[src/rtl/conv_seq_pkg.sv]
package conv_seq_pkg;

   // entry layout; bit positions are decoded by the sequencer
   typedef struct packed {
      logic [3:0] rsvd;
      logic       cmp;
      logic       res8;
      logic       tmr;
      logic       sync;
      logic [2:0] neg;
      logic [2:0] pos;
      logic       pause;
      logic       last;
   } instr_t;

   typedef enum logic [2:0] {
      ST_FETCH,
      ST_CHECK,
      ST_HOLD,
      ST_EXEC,
      ST_TWAIT,
      ST_ACQ,
      ST_ARM,
      ST_CONV
   } seq_state_t;

endpackage

[src/rtl/conv_seq_sync.sv]
module conv_seq_sync #(
   parameter int STAGES = 2
) (
   input  logic clk,
   input  logic rst_n,
   input  logic d,
   output logic rise
);

   generate
      if (STAGES < 2) begin : g_bad_stages
         $error("conv_seq_sync: STAGES must be at least 2");
      end
   endgenerate

   logic [STAGES:0] pipe;

   always_ff @(posedge clk or negedge rst_n) begin
      if (!rst_n) pipe <= '0;
      else        pipe <= {pipe[STAGES-1:0], d};
   end

   assign rise = pipe[STAGES-1] & ~pipe[STAGES];

   assert_rise_single_R9: assert property (@(posedge clk) disable iff (!rst_n)
      rise |=> !rise);

endmodule

[src/rtl/conv_seq_timer.sv]
module conv_seq_timer #(
   parameter int W = 16
) (
   input  logic         clk,
   input  logic         rst_n,
   input  logic         clr,
   input  logic         load,
   input  logic [W-1:0] value,
   output logic         zero
);

   generate
      if (W < 1) begin : g_bad_width
         $error("conv_seq_timer: W must be positive");
      end
   endgenerate

   logic [W-1:0] cnt;

   always_ff @(posedge clk or negedge rst_n) begin
      if (!rst_n)              cnt <= '0;
      else if (clr)            cnt <= '0;
      else if (load)           cnt <= value;
      else if (cnt != '0)      cnt <= cnt - 1'b1;
   end

   assign zero = (cnt == '0);

endmodule

[src/rtl/conv_seq.sv]
module conv_seq
   import conv_seq_pkg::*;
#(
   parameter int NUM_INSTR   = 8,
   parameter int TMR_W       = 16,
   parameter int ACQ_CYCLES  = 4,
   parameter int SYNC_STAGES = 2,
   localparam int IDX_W      = $clog2(NUM_INSTR),
   localparam int ACQ_W      = $clog2(ACQ_CYCLES) + 1
) (
   input  logic             clk,
   input  logic             rst_n,
   input  logic             soft_rst,
   input  logic             start,
   input  logic [15:0]      instr_word,
   input  logic             sync_in,
   input  logic [TMR_W-1:0] tmr_value,
   input  logic             conv_done,
   output logic [IDX_W-1:0] instr_idx,
   output logic [2:0]       pos_ch,
   output logic [2:0]       neg_ch,
   output logic             neg_gnd,
   output logic             res_8bit,
   output logic             cmp_mode,
   output logic             lim_sel,
   output logic             conv_req,
   output logic             pause_irq,
   output logic             start_clr
);

   generate
      if (NUM_INSTR < 2 || NUM_INSTR > 16) begin : g_bad_depth
         $error("conv_seq: NUM_INSTR must lie in 2..16");
      end
      if (ACQ_CYCLES < 1) begin : g_bad_acq
         $error("conv_seq: ACQ_CYCLES must be at least 1");
      end
      if ($bits(instr_t) != 16) begin : g_bad_layout
         $error("conv_seq: entry layout must be 16 bits");
      end
   endgenerate

   localparam logic [IDX_W-1:0] LAST_IDX = IDX_W'(NUM_INSTR - 1);
   localparam logic [ACQ_W-1:0] ACQ_END  = ACQ_W'(ACQ_CYCLES - 1);

   seq_state_t       state;
   instr_t           cur;
   logic             first_pass;
   logic [ACQ_W-1:0] acq_cnt;
   logic             sync_rise;
   logic             tmr_zero;
   logic             tmr_load;
   logic             unused_rsvd;

   conv_seq_sync #(.STAGES(SYNC_STAGES)) u_sync (
      .clk   (clk),
      .rst_n (rst_n),
      .d     (sync_in),
      .rise  (sync_rise)
   );

   assign tmr_load = (state == ST_EXEC) && cur.tmr;

   conv_seq_timer #(.W(TMR_W)) u_timer (
      .clk   (clk),
      .rst_n (rst_n),
      .clr   (soft_rst),
      .load  (tmr_load),
      .value (tmr_value),
      .zero  (tmr_zero)
   );

   always_ff @(posedge clk or negedge rst_n) begin
      if (!rst_n) begin
         state      <= ST_FETCH;
         instr_idx  <= '0;
         cur        <= '0;
         first_pass <= 1'b1;
         lim_sel    <= 1'b0;
         acq_cnt    <= '0;
      end else if (soft_rst) begin
         state      <= ST_FETCH;
         instr_idx  <= '0;
         cur        <= '0;
         first_pass <= 1'b1;
         lim_sel    <= 1'b0;
         acq_cnt    <= '0;
      end else begin
         unique case (state)
            ST_FETCH: begin
               cur   <= instr_t'(instr_word);
               state <= ST_CHECK;
            end
            ST_CHECK: begin
               if (cur.pause && !first_pass) state <= ST_HOLD;
               else if (start)               state <= ST_EXEC;
               else                          state <= ST_HOLD;
            end
            ST_HOLD: begin
               if (start) state <= ST_EXEC;
            end
            ST_EXEC: begin
               first_pass <= 1'b0;
               lim_sel    <= 1'b0;
               acq_cnt    <= '0;
               state      <= cur.tmr ? ST_TWAIT : ST_ACQ;
            end
            ST_TWAIT: begin
               if (tmr_zero) state <= ST_ACQ;
            end
            ST_ACQ: begin
               if (acq_cnt == ACQ_END) state <= ST_ARM;
               else                    acq_cnt <= acq_cnt + 1'b1;
            end
            ST_ARM: begin
               if (!cur.sync || sync_rise) state <= ST_CONV;
            end
            ST_CONV: begin
               if (conv_done) begin
                  if (cur.cmp && !lim_sel) begin
                     lim_sel <= 1'b1;
                     state   <= ST_ARM;
                  end else begin
                     if (cur.last || instr_idx == LAST_IDX) instr_idx <= '0;
                     else                                   instr_idx <= instr_idx + 1'b1;
                     state <= ST_FETCH;
                  end
               end
            end
            default: state <= ST_FETCH;
         endcase
      end
   end

   assign pos_ch      = cur.pos;
   assign neg_ch      = cur.neg;
   assign neg_gnd     = (cur.neg == 3'b000);
   assign res_8bit    = cur.res8;
   assign cmp_mode    = cur.cmp;
   assign conv_req    = (state == ST_CONV);
   assign pause_irq   = (state == ST_CHECK) && cur.pause && !first_pass;
   assign start_clr   = pause_irq;
   assign unused_rsvd = ^cur.rsvd;

   assert_req_held_R12: assert property (@(posedge clk) disable iff (!rst_n || soft_rst)
      (conv_req && !conv_done) |=> conv_req);

   assert_req_drop_R12: assert property (@(posedge clk) disable iff (!rst_n || soft_rst)
      (conv_req && conv_done) |=> !conv_req);

   assert_idx_step_R3: assert property (@(posedge clk) disable iff (!rst_n || soft_rst)
      (instr_idx != $past(instr_idx)) |-> (instr_idx == '0 || instr_idx == $past(instr_idx) + 1'b1));

   assert_soft_rst_R8: assert property (@(posedge clk) disable iff (!rst_n)
      soft_rst |=> (instr_idx == '0 && !conv_req));

   assert_pause_stops_R4: assert property (@(posedge clk) disable iff (!rst_n || soft_rst)
      pause_irq |=> (!conv_req && $stable(instr_idx)));

   assert_timer_gate_R11: assert property (@(posedge clk) disable iff (!rst_n || soft_rst)
      (state == ST_TWAIT && !tmr_zero) |=> (state == ST_TWAIT && !conv_req));

endmodule

[config.mk]
export PLATFORM = sky130hd
export DESIGN_NAME = conv_seq
export DESIGN_NICKNAME = d
export VERILOG_FILES = /design/src/rtl/conv_seq_pkg.sv /design/src/rtl/conv_seq_sync.sv /design/src/rtl/conv_seq_timer.sv /design/src/rtl/conv_seq.sv
export SDC_FILE = /design/constraint.sdc
export NUM_CORES = 1
export LEC_CHECK = 0
export ABC_AREA = 1
export BUFFER_PORTS_ARGS = -buffer_cell sky130_fd_sc_hd__buf_2
export CAP_MARGIN = 30
export CORE_MARGIN = 5
export CORE_UTILIZATION = 40
export DETAILED_ROUTE_END_ITERATION = 8
export GPL_ROUTABILITY_DRIVEN = 1
export HOLD_SLACK_MARGIN = 0.15
export PLACE_DENSITY_LB_ADDON = 0.1
export SYNTH_ARGS = -nofsm -noshare
export SYNTH_HDL_FRONTEND = slang
export SYNTH_SLANG_ARGS = --single-unit
[constraint.sdc]
create_clock -name clk -period 1.93 [get_ports clk]
set_clock_uncertainty 0.05 [all_clocks]
set_input_delay 0.0965 -clock clk [delete_from_list [all_inputs] [get_ports clk]]
set_output_delay 0.0965 -clock clk [all_outputs]
set_load 0.02 [all_outputs]
==> results.json, run 1 <==
{
  "grt_pass1_vias": 2373,
  "r2r_slack_ns": 0.15,
  "hold_viol": 0,
  "final_common_cell": "nand2_1",
  "pwr-share-seq_pct": 35.1,
  "worstSetupPathType": "register to register",
  "wl_per_cell_um": 12.5,
  "clock_path_buffers": 2,
  "grt_pass1_wl_um": 10800,
  "diodes": 0,
  "setup_tns_ns": 0,
  "cp_max_fo": 8,
  "cts-root-buf": "clkbuf_8",
  "grt_overflow_total": 0,
  "p_sw_mw": 1.77,
  "grt_max_degree": 43,
  "clk_pin_slew_ns": 0.09,
  "vdd_drop_max_mv": 0.599,
  "cts_tree": "yes",
  "final_layout_size_suffix_gt1_share_pct": 22.0,
  "ys_warn_count": 0,
  "crit_start": "state[0]$_DFFE_PN0P_",
  "crit_buf_inv": 1,
  "dr.pass1.iters": 4,
  "cts_setup_buffers": 0,
  "die_width_um": 90.1,
  "endpoint_kind": "register",
  "initial_core_util_pct": 40.8,
  "ys_seq_elements": 42,
  "cts.sinks": 42,
  "drc": 0,
  "clkPwrFrac_pct": 16.6,
  "worstMarginPinSlew_ns": 0.540,
  "htreeDepth": 2,
  "dp_hpwl_um": 4460,
  "fin_crit_ns": 1.78,
  "netlist-cell-type-count": 34,
  "combPwrFrac_pct": 48.3,
  "grt_setup_unrepaired": "false",
  "maxSlewHeadroom_pct": 64.0,
  "synth_cells": 339,
  "r2r-start": "state[0]$_DFFE_PN0P_",
  "cp_top_family": "buffers and inverters",
  "cp_slowest_stage_delay_ns": 0.58,
  "io_pins": 54,
  "final_cell_mix": "nand2_1 (69), buf_2 (49), nor2_1 (44)",
  "hold_start": "start",
  "swShare_pct": 46.4,
  "fmax_mhz": 563,
  "drtIter0Drc": 60,
  "fillers": 656,
  "crit_slowest_cell": "dlygate4sd3_1",
  "fin_nets": 461,
  "core-area_um2": 6280,
  "die-area_um2": 8110,
  "place_congestion": 0.839,
  "ys_seq_area_share_pct": 41.0,
  "p_per_area_nw_per_um2": 1180,
  "vias": 2410,
  "slew_violations": 0,
  "io_buffers": 49,
  "whs_ns": 0.213,
  "rows": 29,
  "worstPathRequired_ns": 2.13,
  "via_per_inst": 4.86,
  "crit_chain": "nand2_8 > nor2_8 > nor2_1 > nand2_1 > o41ai_1 > dlygate4sd3_1",
  "finalSetupViolCount": 0,
  "hp-class": "input pin to register",
  "status": "completed",
  "antenna_found_initial": 0,
  "worstSkewPairLatency_ns": 0.31,
  "fin_crit_sh_pct": 92.1,
  "area_growth_syn_to_layout_pct": 26.7,
  "p_int_mw": 2.05,
  "wirelength_um": 6180,
  "die_h_um": 90.1,
  "cp-start-kind": "register",
  "leakage_nw": 1.73,
  "track_usage_pct": 15.8,
  "cap_violations": 0,
  "antenna_left": 0,
  "cts_buffers": 5,
  "power_mw": 3.82,
  "syn-num-nets": 382,
  "cp.arrival_ns": 1.98,
  "synth_area_um2": 2560,
  "syn_area_per_cell_um2": 7.56
}
## worst min-delay path: cells and delay by family
kind	cells	cell delay, ns
AOI/OAI and AO/OA	1	0.05
buffers and inverters	2	0.16
and+or+nand+nor	4	0.23
## worst paths after layout
path,endpoint,depth (start not counted)
setup / recovery,lim_sel$_DFFE_PN0P_,6
min in group asynchronous,u_timer.cnt[5]$_DFFE_PN0P_,3
setup reg to reg,lim_sel$_DFFE_PN0P_,6
hold / removal,state[0]$_DFFE_PN0P_,7
max in group asynchronous,state[2]$_DFFE_PN0P_,3
hold reg to reg,u_sync.pipe[1]$_DFF_PN0_,0
## state kept, by name, summed over array words and instances (netlist names)
register     flops
neg_ch           3
u_sync.pipe      3
cmp_mode         1
instr_idx        3
cur              4
state            3
acq_cnt          3
res_8bit         1
pos_ch           3
lim_sel          1
first_pass       1
u_timer.cnt     16
## power by group through the flow
stage	Combinational [mW]	Clock (mW)	Sequential [mW]
2_1_floorplan	1.51	0	1.27
3_3_place_gp	1.80	0	1.36
3_5_place_dp	1.81	0	1.35
4_1_cts	1.87	0.655	1.34
5_1_grt	2.12	0.690	1.38
6_report	1.84	0.634	1.34
## routing by layer
metal / routed length (um) / vias to the layer above / track usage [%]
li1: - / 1245 / -
met1: 2900 / 1095 / 20.7
met2: 2810 / 57 / 24.9
met3: 322 / 13 / 4.01
met4: 146 / 0 / 6.20
met5: 0 / - / 0
## cell families after synthesis
logic type	share of synthesized area [%]
buffers and inverters	11.8
adders and majority gates	2.44
DFF	41.0
and+or+nand+nor	34.7
AOI/OAI and AO/OA	10.0
## cell type report
cell class	instances	area (um2)	area share (%)
Clock buffer	5	68.8	2.12
Tap cell	77	96.3	2.96
Inverter	46	173	5.31
Multi-Input combinational cell	235	1210	37.3
Timing Repair Buffer	88	621	19.1
Clock inverter	3	26.3	0.809
Sequential cell	42	1050	32.4
## cells in the mapped netlist, drive strengths merged
cell | instances | area [um2]
or2 | 6 | 37.5
inv | 45 | 169
nor2 | 51 | 235
a21oi | 13 | 68.8
clkinv | 1 | 3.75
dfstp | 1 | 26.3
ha | 5 | 62.6
nand4 | 5 | 46.3
o41ai | 1 | 8.76
nor3 | 6 | 35.0
nor4 | 2 | 12.5
dfrtp | 41 | 1030
nand2 | 73 | 308
o211ai | 4 | 45.1
clkbuf | 1 | 3.75
buf | 15 | 126
nand3 | 43 | 215
o21ai | 26 | 134
## metrics by stage
stage | cells | instance area (um2) | setup WS [ns] | utilization (%)
global placement | 455 | 2820 | 0.206 | 44.9
global route | 496 | 3250 | 0.00479 | 51.8
floorplan | 339 | 2560 | 0.209 | -
finish | 496 | 3250 | 0.153 | 51.8
CTS | 496 | 3250 | 0.103 | 51.7
detailed placement | 455 | 2820 | 0.152 | 44.9
## what timing repair did
item | in CTS | in global routing
endpoints found under the hold margin | 76 | 0
endpoints found under the setup margin | 0 | 2
resized for setup | 0 | 2
hold buffers | 33 | 0
Note: power is estimated with default switching activity, not from simulation.
==> run 2, diff against run 1 <==
--- a/config.mk
+++ b/config.mk
@@ -14,6 +14,7 @@
 export GPL_ROUTABILITY_DRIVEN = 1
 export HOLD_SLACK_MARGIN = 0.15
 export PLACE_DENSITY_LB_ADDON = 0.1
+export RECOVER_POWER = 100
 export SYNTH_ARGS = -nofsm -noshare
 export SYNTH_HDL_FRONTEND = slang
 export SYNTH_SLANG_ARGS = --single-unit
==> run 2 against run 1 <==
- global-route usage is the same
- sequential share of layout area grew 0.38 points
- critical path depth grew 1
- final cell count is the same
- core utilization shrank 0.60 points
- critical endpoint is now u_timer.cnt[14]$_DFFE_PN0P_
==> results.json, run 2 (same netlist as run 1, synthesis figures left out) <==
{
  "p_per_area_nw_per_um2": 1180,
  "dp_slack_ns": 0.152,
  "die_h_um": 90.1,
  "place_congestion": 0.839,
  "diodes": 0,
  "leakage_nw": 1.67,
  "grt_overflow_total": 0,
  "maxSlewHeadroom_pct": 29.0,
  "combPwrFrac_pct": 47.8,
  "hp-class": "input pin to register",
  "largest_reg_flops": 16,
  "cp_max_fo": 18,
  "p_int_mw": 2.01,
  "io_pins": 54,
  "grt_pass1_vias": 2373,
  "clk_pin_slew_ns": 0.09,
  "top_regs": "u_timer.cnt (16), cur (4)",
  "swShare_pct": 46.8,
  "hold_viol": 0,
  "final_common_cell": "nand2_1",
  "pwr-share-seq_pct": 35.5,
  "rows": 29,
  "final_cell_mix": "nand2_1 (69), nor2_1 (45), nand3_1 (43)",
  "die_width_um": 90.1,
  "cp-start-kind": "register",
  "endpoint_kind": "register",
  "core-area_um2": 6280,
  "final_layout_size_suffix_gt1_share_pct": 17.7,
  "fin_crit_sh_pct": 92.1,
  "cts_tree": "yes",
  "fmax_mhz": 563,
  "cap_violations": 0,
  "fin_nets": 461,
  "grt_max_degree": 43,
  "wirelength_um": 6190,
  "slew_violations": 0,
  "fin_crit_ns": 1.78,
  "crit_start": "state[0]$_DFFE_PN0P_",
  "place_area_um2": 2820,
  "worstSetupPathType": "register to register",
  "vdd_drop_max_mv": 0.576,
  "placed_cells": 455,
  "antenna_left": 0,
  "power_mw": 3.78,
  "track_usage_pct": 15.8,
  "finalSetupViolCount": 0,
  "fillers": 663,
  "worstSkewPairLatency_ns": 0.31,
  "drc": 0,
  "cts_buffers": 5,
  "status": "completed",
  "fin_area_um2": 3210,
  "r2r_slack_ns": 0.15,
  "top_register": "u_timer.cnt",
  "dr.pass1.iters": 4,
  "io_buffers": 49,
  "drtIter0Drc": 70,
  "cts-root-buf": "clkbuf_8",
  "p_sw_mw": 1.77,
  "hold_start": "start",
  "r2r-start": "state[0]$_DFFE_PN0P_",
  "via_per_inst": 4.88,
  "wl_per_cell_um": 12.5,
  "die-area_um2": 8110,
  "vias": 2422,
  "instances_no_fill": 496,
  "initial_core_util_pct": 40.8,
  "htreeDepth": 2,
  "setup_slack_ns": 0.153,
  "dp_hpwl_um": 4460,
  "antenna_found_initial": 0,
  "area_growth_syn_to_layout_pct": 25.3,
  "grt_pass1_wl_um": 10800,
  "cts.sinks": 42,
  "grt_setup_unrepaired": "false",
  "cp.arrival_ns": 1.93,
  "clock_path_buffers": 2,
  "clkPwrFrac_pct": 16.7,
  "worstMarginPinSlew_ns": 1.07,
  "worstPathRequired_ns": 2.08,
  "setup_tns_ns": 0
}
[run 2: cell types whose count changed in the layout (fill, tap and decap cells not counted), sizes merged]
cell / delta
clkbuf: +17
buf: -17
[run 2: power groups by stage]
stage | Clock [mW] | Sequential, mW | Combinational [mW]
3_3_place_gp | 0 | 1.36 | 1.80
3_5_place_dp | 0 | 1.35 | 1.81
2_1_floorplan | 0 | 1.27 | 1.51
4_1_cts | 0.655 | 1.34 | 1.87
5_1_grt | 0.690 | 1.38 | 2.08
6_report | 0.633 | 1.34 | 1.81
[run 2: worst paths after layout]
| check | end | depth (start not counted) |
|---|---|---|
| worst max-delay path | u_timer.cnt[14]$_DFFE_PN0P_ | 7 |
| min in group asynchronous | u_timer.cnt[5]$_DFFE_PN0P_ | 3 |
| worst min register to register | u_sync.pipe[1]$_DFF_PN0_ | 0 |
| worst max register to register | u_timer.cnt[14]$_DFFE_PN0P_ | 7 |
| worst min-delay path | state[0]$_DFFE_PN0P_ | 7 |
| max in group asynchronous | state[2]$_DFFE_PN0P_ | 3 |
[run 2: worst max-delay path: stages (launching register included)]
cell	delay (ns)
dfrtp_1	0.58
nand2_8	0.11
nor2_8	0.13
nand2_4	0.09
clkbuf_2	0.29
or2_0	0.28
nand3_1	0.09
nor2_2	0.05
[run 2: final cells by class]
cell class | instances | area, um2 | share of cell area, %
multi-input cells | 235 | 1200 | 37.4
clock inverters | 3 | 26.3 | 0.818
inverters | 46 | 173 | 5.38
clock buffers | 5 | 68.8 | 2.14
flip-flops and latches | 42 | 1050 | 32.8
well taps | 77 | 96.3 | 3.00
repair buffers | 88 | 594 | 18.5
[run 2: metal layers]
metal	GRT usage (%)	vias up	share of wire, %
met5	0	-	0
met4	6.20	0	2.4
met3	4.01	13	5.5
met2	24.9	58	46
met1	20.7	1105	46
li1	-	1246	-
[run 2: repair_timing]
item | in CTS | in global routing
setup endpoints to repair | 0 | 2
hold buffers | 33 | 0
setup buffers | 0 | 0
gates resized for setup | 0 | 2
endpoints found under the hold margin | 76 | 0
[run 2: through the flow]
step	hold WS, ns	util (%)
floorplan	-0.249	-
global placement	0.158	44.9
detailed placement	0.158	44.9
CTS	0.200	51.7
global route	0.236	51.2
finish	0.211	51.2
==> run 3, diff against run 2 <==
--- a/config.mk
+++ b/config.mk
@@ -15,6 +15,7 @@
 export HOLD_SLACK_MARGIN = 0.15
 export PLACE_DENSITY_LB_ADDON = 0.1
 export RECOVER_POWER = 100
+export REMOVE_ABC_BUFFERS = 1
 export SYNTH_ARGS = -nofsm -noshare
 export SYNTH_HDL_FRONTEND = slang
 export SYNTH_SLANG_ARGS = --single-unit
==> run 3 against run 2 <==
- register-to-register slack hardly changed
- maximum frequency is 0.81% higher
- via count is 3.6% lower
- clock power is 13% higher
- sequential power hardly changed
- first-iteration DRC count is 30% higher
- combinational power hardly changed
- cell area is 1.0% higher
- sequential share of layout area is 0.37 points lower
- non-clock buffer count is 1 higher
- critical path depth is 2 higher
- worst hold slack better by 0.026 ns
- critical path type unchanged
- largest power group unchanged
- highest routed layer unchanged
==> results.json, run 3 (same netlist as run 1, synthesis figures left out) <==
{
  "status": "completed",
  "worstMarginPinSlew_ns": 1.09,
  "grt_busiest_layer": "met2",
  "final_cell_mix": "nand2_1 (69), nor2_1 (46), nand3_1 (43)",
  "hp-class": "input pin to register",
  "htreeDepth": 2,
  "dp_hpwl_um": 4450,
  "p_int_mw": 2.15,
  "swShare_pct": 44.7,
  "top_register": "u_timer.cnt",
  "grt_setup_unrepaired": "false",
  "vdd_drop_max_mv": 0.557,
  "fin_crit_sh_pct": 91.3,
  "setup_slack_ns": 0.167,
  "slew_violations": 0,
  "worstPathRequired_ns": 2.08,
  "fmax_mhz": 567,
  "initial_core_util_pct": 40.8,
  "final_layout_size_suffix_gt1_share_pct": 18.1,
  "cts-root-buf": "clkbuf_8",
  "leakage_nw": 1.68,
  "cp.arrival_ns": 1.91,
  "drc": 0,
  "clkPwrFrac_pct": 18.4,
  "rows": 29,
  "die_width_um": 90.1,
  "crit_slowest_cell": "dfrtp_1",
  "clk_pin_slew_ns": 0.09,
  "whs_ns": 0.237,
  "wl_per_cell_um": 12.3,
  "final_core_util_pct": 51.7,
  "clock_path_buffers": 2,
  "top_regs": "u_timer.cnt (16), cur (4)",
  "cp-start-kind": "register",
  "gr-usage-met3_pct": 3.67,
  "use_met1_pct": 21.5,
  "cap_violations": 0,
  "maxSlewHeadroom_pct": 27.6,
  "die-area_um2": 8110,
  "cts.sinks": 42,
  "cts_buffers": 5,
  "crit_chain": "inv_1 > ha_1 > nand2_1 > nor2_4 > nand4_4 > nand2_4 > inv_2 > nand2_1 > nand2_1",
  "cp_max_fo": 9,
  "cpMostUsedCell": "nand2_1",
  "die_h_um": 90.1,
  "grt_max_degree": 43,
  "antenna_left": 0,
  "grt_overflow_total": 0,
  "drtIter0Drc": 91,
  "via_per_inst": 4.70,
  "endpoint_kind": "register",
  "diodes": 0,
  "cp_top_family": "simple AND/OR/NAND/NOR gates",
  "combPwrFrac_pct": 47.0,
  "crit_buf_inv": 2,
  "fin_crit_ns": 1.76,
  "cp_slowest_stage_delay_ns": 0.44,
  "use_met2_pct": 25.5,
  "grt_pass1_vias": 2360,
  "worstSkewPairLatency_ns": 0.30,
  "place_congestion": 0.815,
  "vias": 2336,
  "core-area_um2": 6280,
  "instances_no_fill": 497,
  "largest_reg_flops": 16,
  "pwr-share-seq_pct": 34.5,
  "grt_pass1_wl_um": 10800,
  "io_buffers": 49,
  "hold_viol": 0,
  "dp_slack_ns": 0.145,
  "io_pins": 54,
  "placed_cells": 456,
  "dr.pass1.iters": 4,
  "wirelength_um": 6110,
  "track_usage_pct": 15.9,
  "p_per_area_nw_per_um2": 1200,
  "final_common_cell": "nand2_1",
  "antenna_found_initial": 0,
  "worstSetupPathType": "register to register",
  "fin_nets": 462,
  "cts_tree": "yes",
  "finalSetupViolCount": 0,
  "cts_resized": 0,
  "area_growth_syn_to_layout_pct": 26.5,
  "p_sw_mw": 1.74
}
## run 3: power groups by stage
stage	logic [mW]	registers, mW	clock network [mW]
global route	2.10	1.37	0.773
global placement	1.81	1.35	0
finish	1.83	1.34	0.715
CTS	1.88	1.34	0.745
detailed placement	1.82	1.36	0
floorplan	1.25	1.40	0
## run 3: metrics by stage
step | total power [mW] | cell area (um2) | setup TNS (ns)
after floorplan | 2.65 | 2430 | -0.0722
after global placement | 3.16 | 2830 | 0
after detailed placement | 3.18 | 2830 | 0
after CTS | 3.96 | 3260 | 0
after global routing | 4.25 | 3240 | 0
final | 3.88 | 3240 | 0
## run 3: per-layer routing
metal	routed length (um)	share of wire, %	up-vias
met2	2880	47	44
met3	264	4.3	2
met4	29	0.47	0
met1	2940	48	1050
li1	-	-	1240
met5	0	0	-
## run 3: area by class of cell
| class | instances | area (um2) |
|---|---|---|
| fillers | 641 | 3030 |
| multi-input cells | 235 | 1210 |
| flip-flops and latches | 42 | 1050 |
| repair buffers | 89 | 603 |
| inverters | 46 | 173 |
| well taps | 77 | 96.3 |
| clock buffers | 5 | 68.8 |
| clock inverters | 3 | 45.0 |
## run 3: worst min-delay path, cell delays in order
cell     delay, ns
buf_2         0.10
inv_1         0.07
a21oi_1       0.04
nand2_1       0.05
nand3_1       0.06
nand4_1       0.09
nand2_1       0.05
## run 3: worst paths after layout
path	end	start	depth (start not counted)	slack (ns)
min	state[0]$_DFFE_PN0P_	start	7	0.24
max reg2reg	u_timer.cnt[0]$_DFFE_PN0P_	u_timer.cnt[0]$_DFFE_PN0P_	9	0.17
min in group asynchronous	u_timer.cnt[8]$_DFFE_PN0P_	rst_n	3	0.54
max	u_timer.cnt[0]$_DFFE_PN0P_	u_timer.cnt[0]$_DFFE_PN0P_	9	0.17
min reg2reg	u_sync.pipe[1]$_DFF_PN0_	u_sync.pipe[0]$_DFF_PN0_	0	0.30
max in group asynchronous	instr_idx[1]$_DFFE_PN0P_	rst_n	3	0.61
## run 3: repair_timing
| item | CTS | global route |
|---|---|---|
| setup buffers | 0 | 1 |
| hold buffers | 32 | 0 |
| endpoints found under the setup margin | 0 | 2 |
| endpoints found under the hold margin | 72 | 0 |
